**src/rtl/pci_tgt_pkg.sv**
```systemverilog
package pci_tgt_pkg;

    localparam int unsigned DATA_W = 32;
    localparam int unsigned LANES  = DATA_W / 8;

    // Bus command codes carried on cbe_n during the address phase
    typedef enum logic [3:0] {
        CMD_IO_RD  = 4'b0010,
        CMD_IO_WR  = 4'b0011,
        CMD_MEM_RD = 4'b0110,
        CMD_MEM_WR = 4'b0111,
        CMD_CFG_RD = 4'b1010,
        CMD_CFG_WR = 4'b1011
    } bus_cmd_e;

    typedef enum logic [1:0] {
        ST_IDLE,
        ST_TURN,
        ST_WAIT,
        ST_XFER
    } tgt_state_e;

    function automatic logic is_mem_cmd(input logic [3:0] code);
        return (code == CMD_MEM_RD) || (code == CMD_MEM_WR);
    endfunction

    // Replace only the lanes whose enable bit is set
    function automatic logic [DATA_W-1:0] merge_lanes(
        input logic [DATA_W-1:0] old_word,
        input logic [DATA_W-1:0] new_word,
        input logic [LANES-1:0]  lane_en
    );
        logic [DATA_W-1:0] res;
        res = old_word;
        for (int b = 0; b < LANES; b++) begin
            if (lane_en[b]) res[b*8 +: 8] = new_word[b*8 +: 8];
        end
        return res;
    endfunction

endpackage

```
**src/rtl/pci_tgt_decode.sv**
```systemverilog
module pci_tgt_decode
    import pci_tgt_pkg::*;
#(
    parameter logic [DATA_W-1:0] BASE_ADDR = 32'hA000_0100,
    parameter int unsigned       IDX_W     = 4
) (
    input  logic              clk,
    input  logic              rst,
    input  logic              frame_n,
    input  logic [DATA_W-1:0] ad_in,
    input  logic [3:0]        cbe_n,
    input  logic              idle,
    output logic              start,
    output logic [IDX_W-1:0]  lat_idx,
    output logic              lat_wr
);
    localparam int unsigned WIN_BITS = IDX_W + 2;

    logic frame_q;
    logic addr_phase;
    logic hit;

    assign addr_phase = idle && frame_q && !frame_n;
    assign hit = (ad_in[DATA_W-1:WIN_BITS] == BASE_ADDR[DATA_W-1:WIN_BITS])
              && (ad_in[1:0] == 2'b00)
              && is_mem_cmd(cbe_n);
    assign start = addr_phase && hit;

    always_ff @(posedge clk) begin
        if (rst) begin
            frame_q <= 1'b1;
            lat_idx <= '0;
            lat_wr  <= 1'b0;
        end else begin
            frame_q <= frame_n;
            if (addr_phase) begin
                lat_idx <= ad_in[WIN_BITS-1:2];
                lat_wr  <= cbe_n[0];
            end
        end
    end

endmodule

```
**src/rtl/pci_tgt_seq.sv**
```systemverilog
module pci_tgt_seq
    import pci_tgt_pkg::*;
#(
    parameter int unsigned WAIT_STATES = 2
) (
    input  logic clk,
    input  logic rst,
    input  logic start,
    input  logic is_wr,
    input  logic irdy_n,
    output logic idle,
    output logic devsel_n,
    output logic trdy_n,
    output logic drive,
    output logic commit
);
    localparam int unsigned CW = (WAIT_STATES > 0) ? $clog2(WAIT_STATES + 1) : 1;

    tgt_state_e    state;
    logic [CW-1:0] cnt;
    logic          claimed;

    always_ff @(posedge clk) begin
        if (rst) begin
            state <= ST_IDLE;
            cnt   <= '0;
        end else begin
            case (state)
                ST_IDLE: if (start) state <= ST_TURN;
                ST_TURN: begin
                    if (WAIT_STATES == 0) begin
                        state <= ST_XFER;
                    end else begin
                        state <= ST_WAIT;
                        cnt   <= CW'(WAIT_STATES);
                    end
                end
                ST_WAIT: begin
                    cnt <= cnt - CW'(1);
                    if (cnt == CW'(1)) state <= ST_XFER;
                end
                ST_XFER: if (!irdy_n) state <= ST_IDLE;
                default: state <= ST_IDLE;
            endcase
        end
    end

    assign claimed  = (state == ST_WAIT) || (state == ST_XFER);
    assign idle     = (state == ST_IDLE);
    assign devsel_n = !claimed;
    assign trdy_n   = (state != ST_XFER);
    assign drive    = claimed && !is_wr;
    assign commit   = (state == ST_XFER) && !irdy_n;

endmodule

```
**src/rtl/pci_tgt_regfile.sv**
```systemverilog
module pci_tgt_regfile
    import pci_tgt_pkg::*;
#(
    parameter int unsigned NUM_REGS = 16,
    parameter int unsigned IDX_W    = $clog2(NUM_REGS)
) (
    input  logic              clk,
    input  logic              rst,
    input  logic              we,
    input  logic [IDX_W-1:0]  idx,
    input  logic [LANES-1:0]  lane_en,
    input  logic [DATA_W-1:0] wdata,
    output logic [DATA_W-1:0] rdata
);
    logic [NUM_REGS-1:0][DATA_W-1:0] rows;

    for (genvar r = 0; r < NUM_REGS; r++) begin : g_row
        logic [DATA_W-1:0] q;
        always_ff @(posedge clk) begin
            if (rst) begin
                q <= '0;
            end else if (we && (idx == IDX_W'(r))) begin
                q <= merge_lanes(q, wdata, lane_en);
            end
        end
        assign rows[r] = q;
    end

    assign rdata = rows[idx];

endmodule

```
**src/rtl/pci_target.sv**
```systemverilog
module pci_target
    import pci_tgt_pkg::*;
#(
    parameter logic [31:0] BASE_ADDR   = 32'hA000_0100,
    parameter int unsigned NUM_REGS    = 16,
    parameter int unsigned WAIT_STATES = 2
) (
    input  logic        clk,
    input  logic        rst,
    input  logic        frame_n,
    input  logic        irdy_n,
    input  logic [3:0]  cbe_n,
    input  logic [31:0] ad_in,
    output logic [31:0] ad_out,
    output logic        ad_oe,
    output logic        devsel_n,
    output logic        trdy_n
);
    localparam int unsigned IDX_W = $clog2(NUM_REGS);

    logic             idle;
    logic             start;
    logic [IDX_W-1:0] cur_idx;
    logic             cyc_wr;
    logic             commit;
    logic             wr_en;
    logic [31:0]      rd_word;

    pci_tgt_decode #(
        .BASE_ADDR (BASE_ADDR),
        .IDX_W     (IDX_W)
    ) u_decode (
        .clk     (clk),
        .rst     (rst),
        .frame_n (frame_n),
        .ad_in   (ad_in),
        .cbe_n   (cbe_n),
        .idle    (idle),
        .start   (start),
        .lat_idx (cur_idx),
        .lat_wr  (cyc_wr)
    );

    pci_tgt_seq #(
        .WAIT_STATES (WAIT_STATES)
    ) u_seq (
        .clk      (clk),
        .rst      (rst),
        .start    (start),
        .is_wr    (cyc_wr),
        .irdy_n   (irdy_n),
        .idle     (idle),
        .devsel_n (devsel_n),
        .trdy_n   (trdy_n),
        .drive    (ad_oe),
        .commit   (commit)
    );

    assign wr_en = commit && cyc_wr;

    pci_tgt_regfile #(
        .NUM_REGS (NUM_REGS),
        .IDX_W    (IDX_W)
    ) u_regs (
        .clk     (clk),
        .rst     (rst),
        .we      (wr_en),
        .idx     (cur_idx),
        .lane_en (~cbe_n),
        .wdata   (ad_in),
        .rdata   (rd_word)
    );

    assign ad_out = ad_oe ? rd_word : '0;

endmodule

```
**config.mk**
```make
export PLATFORM = sky130hd
export DESIGN_NAME = pci_target
export DESIGN_NICKNAME = d
export VERILOG_FILES = /design/src/rtl/pci_tgt_pkg.sv /design/src/rtl/pci_tgt_decode.sv /design/src/rtl/pci_tgt_seq.sv /design/src/rtl/pci_tgt_regfile.sv /design/src/rtl/pci_target.sv
export SDC_FILE = /design/constraint.sdc
export NUM_CORES = 1
export LEC_CHECK = 0
export BUFFER_PORTS_ARGS = -buffer_cell sky130_fd_sc_hd__buf_4
export CAP_MARGIN = 20
export CORE_ASPECT_RATIO = 1.2
export CORE_UTILIZATION = 45
export CTS_BUF_LIST = sky130_fd_sc_hd__clkbuf_4 sky130_fd_sc_hd__clkbuf_8 sky130_fd_sc_hd__clkbuf_16
export DETAILED_ROUTE_END_ITERATION = 8
export SLEW_MARGIN = 10
export SYNTH_ARGS = -nofsm -noshare
export SYNTH_HDL_FRONTEND = slang
export SYNTH_SLANG_ARGS = --single-unit
```
**constraint.sdc**
```tcl
create_clock -name clk -period 3.1 [get_ports clk]
set_clock_uncertainty 0.2 [all_clocks]
set_input_delay 0.31 -clock clk [delete_from_list [all_inputs] [get_ports clk]]
set_output_delay 0.31 -clock clk [all_outputs]
set_load 0.01 [all_outputs]
```
==> results.ini <==
[outcome]
outcome=complete, no violations

[cells_and_area]
nets=2428
nFillCells=4456
syn2layout_area_growth_pct=16.0
layout-drive-gt1-share_pct=18.9

[worst_setup_path]
slowest_delay_ns=0.57
crit_path_frequent_cell=buf_4
slowest_stage=mux4_2
crit_path_max_fanout=13
reg2reg_slack_ns=0.47
start_kind=register
critPathCaptureType=primary output
path_cells=buf_4, mux4_2, mux2i_2, o22ai_1, buf_4
critPathArrivalTime_ns=2.54
worst-setup-path-type=reg -> out
required_ns=2.59

[sta]
hold_viol_final=0
rsz0062_at_grt=yes
finalSetupTns_ns=0
clock.fmax_ghz=0.328
setup_viol=0
holdWs_ns=0.0854
tightest_slew_ns=0.809
finalCritPeriodShare_pct=98.4
slew_viol_final=0
slew-limit-headroom_pct=46.0
post-route-min-period_ns=3.05

[floorplanning]
rows=90
num_io_pins=75
initial_core_util_pct=45.9
die_h_um=251
coreArea_sq_um=50600
die-area_sq_um=52500
die_x_um=209

[logic_synthesis]
synth_top_area_share_pct=45.0
synth_ff_type=dfxtp_1
synth-compound-area-share_pct=5.59
ys_top_cells_by_area=dfxtp_1, mux2i_1, mux4_2
syn-cell-area_sq_um=23200
synth_commonest_cells=dfxtp_1, mux2i_1, nor2_1, nand2_1
synth_most_common_cell=dfxtp_1
synth_top_area_cell=dfxtp_1
synth-adder-area-share_pct=0.269
async_flop_share_pct=0
synth_top_family_by_area=multiplexers
ys_seq_elements=522
synthSimpleGateAreaFrac_pct=16.4
ys_seq_area_share_pct=45.0
synth_xor_area_share_pct=0
postSynthCellCount=2349
synth_edf_count=0
synth_cell_types=39
synth_warnings=0
synth.area.mux_share_pct=28.5
syn_nets=2394
synth.avg_cell_area_sq_um=9.88

[drt]
first_pass_iters=5
drc=0
vias_per_cell=5.71
ant_nets=0
drt_iter0_markers=1345
wl_per_cell_um=20.4
drt-total-wl_um=62600
vias=17541

[flow_run]
cap_violations=0

[grt]
met1_usage_pct=30.5
busiest_layer=met2
grt_max_degree=103
grt_pass1_wl_um=99500
grt_util_met2_pct=41.1
grt_use_total_pct=23.9
antenna_found_initial=3
grt_util_met3_pct=3.87
grt.overflow.total=0
grt_pass1_vias=17517

[place]
dp_hpwl_um=39500
routabilityCongestion=0.791
port_buffers=74

[cts]
htreeDepth=2
clockRootBuffer=clkbuf_16
cts_max_path_buffers=3
cts_tree=done
cts.clk_slew.worst_paths_ns=0.06
cts.sinks=522
numCtsBuffers=52
clk_latency_ns=0.59

[power_and_ir_drop]
p_per_area_nw_per_um2=544
ir_drop_uv=421
leakage_nw=9.16

[worst_hold_path]
hp-class=in -> reg

## registers in the layout, summed over array words and instances (netlist names)
register / cells
u_regs.g_row.q: 512
u_seq.cnt: 2
u_decode.lat_wr: 1
u_decode.lat_idx: 4
u_decode.frame_q: 1
u_seq.state: 2
## metal layers
metal | routed length [um] | up-vias | share of wire, %
met4 | 1530 | 4 | 2.5
met5 | 31 | - | 0.050
met3 | 3050 | 110 | 4.9
met1 | 26800 | 8684 | 43
met2 | 31200 | 429 | 50
li1 | - | 8314 | -
## where the power goes
| group | switching, mW | internal [mW] | total, mW |
|---|---|---|---|
| clock | 2.68 | 3.95 | 6.63 |
| sequential | 0.0517 | 6.73 | 6.78 |
| combinational | 0.796 | 0.453 | 1.25 |
## cell families (layout without fill, tap and decap cells)
group / after synthesis / in the layout
fa+ha+maj: 5 / 5
compound gates: 247 / 247
buf+inv: 236 / 312
other cells: 0 / 1
mux: 502 / 502
simple gates: 837 / 837
flops: 522 / 522
## path summary, 6_finish.rpt
| check | from | end | cells after the start |
|---|---|---|---|
| worst max-delay path | u_decode.lat_idx[0]$_SDFFE_PP0P_ | ad_out[24] | 5 |
| worst min register to register | u_regs.g_row[6].q[5]$_SDFFE_PP0P_ | u_regs.g_row[6].q[5]$_SDFFE_PP0P_ | 2 |
| worst min-delay path | irdy_n | u_seq.state[1]$_SDFFE_PP0P_ | 4 |
| worst max register to register | u_seq.state[1]$_SDFFE_PP0P_ | u_regs.g_row[2].q[18]$_SDFFE_PP0P_ | 8 |
## cells in the final DEF (no fill, tap or decap), types with 3 or more instances in the layout
cell type and instances:
nand3_1 208, nor2_1 320, ha_1 4, buf_6 5, nor2_2 6, mux2i_1 372, bufinv_16 4, mux4_2 128
nor3_2 6, nor4b_1 4, buf_12 14, nand2_1 245, o22ai_2 17, dfxtp_1 519, buf_4 151, nor4_1 3
nor2b_1 4, clkbuf_4 13, a21oi_1 208, o22ai_1 15, clkbuf_8 13, and3_1 4, nor3_4 22, dfxtp_4 3
clkbuf_16 54, inv_1 7, dlygate4sd3_1 37, clkinv_2 10
## per-stage QoR
| stage | worst slack [ns] | area [sq um] | util, % | std cells | total power [mW] |
|---|---|---|---|---|---|
| floorplan | 0.848 | 23200 | - | 2349 | 7.76 |
| global placement | 0.481 | 24600 | 48.6 | 2934 | 8.12 |
| detailed placement | 0.473 | 24600 | 48.6 | 2934 | 8.14 |
| CTS | 0.000463 | 26800 | 53.0 | 3068 | 14.8 |
| global route | -0.0612 | 26900 | 53.2 | 3070 | 15.1 |
| finish | 0.0502 | 26900 | 53.2 | 3070 | 14.7 |
## repair_timing
item / 4_1_cts / 5_1_grt
hold buffers: 37 / 0
pin swaps: 0 / 0
endpoints found under the setup margin: 23 / 26
buffers inserted: 1 / 0
resized for setup: 9 / 18
endpoints found under the hold margin: 518 / 0
## layout make-up
cell class | instances | area, sq um | area share, %
diodes | 1 | 2.50 | 0.00929
clock buffers | 80 | 1630 | 6.05
clock inverters | 16 | 188 | 0.697
inverters | 7 | 26.3 | 0.0976
multi-input cells | 1591 | 11900 | 44.4
flip-flops and latches | 522 | 10500 | 38.9
well taps | 644 | 806 | 2.99
repair buffers | 209 | 1870 | 6.95
## worst max-delay path: cells and delay by family (launching register included)
family                 cells  cell delay [ns]
flip-flops                 1             0.46
buffers and inverters      2             0.47
AO/OA/AOI/OAI              1             0.14
multiplexers               2             0.86
Power figures use the tool's default switching activity.
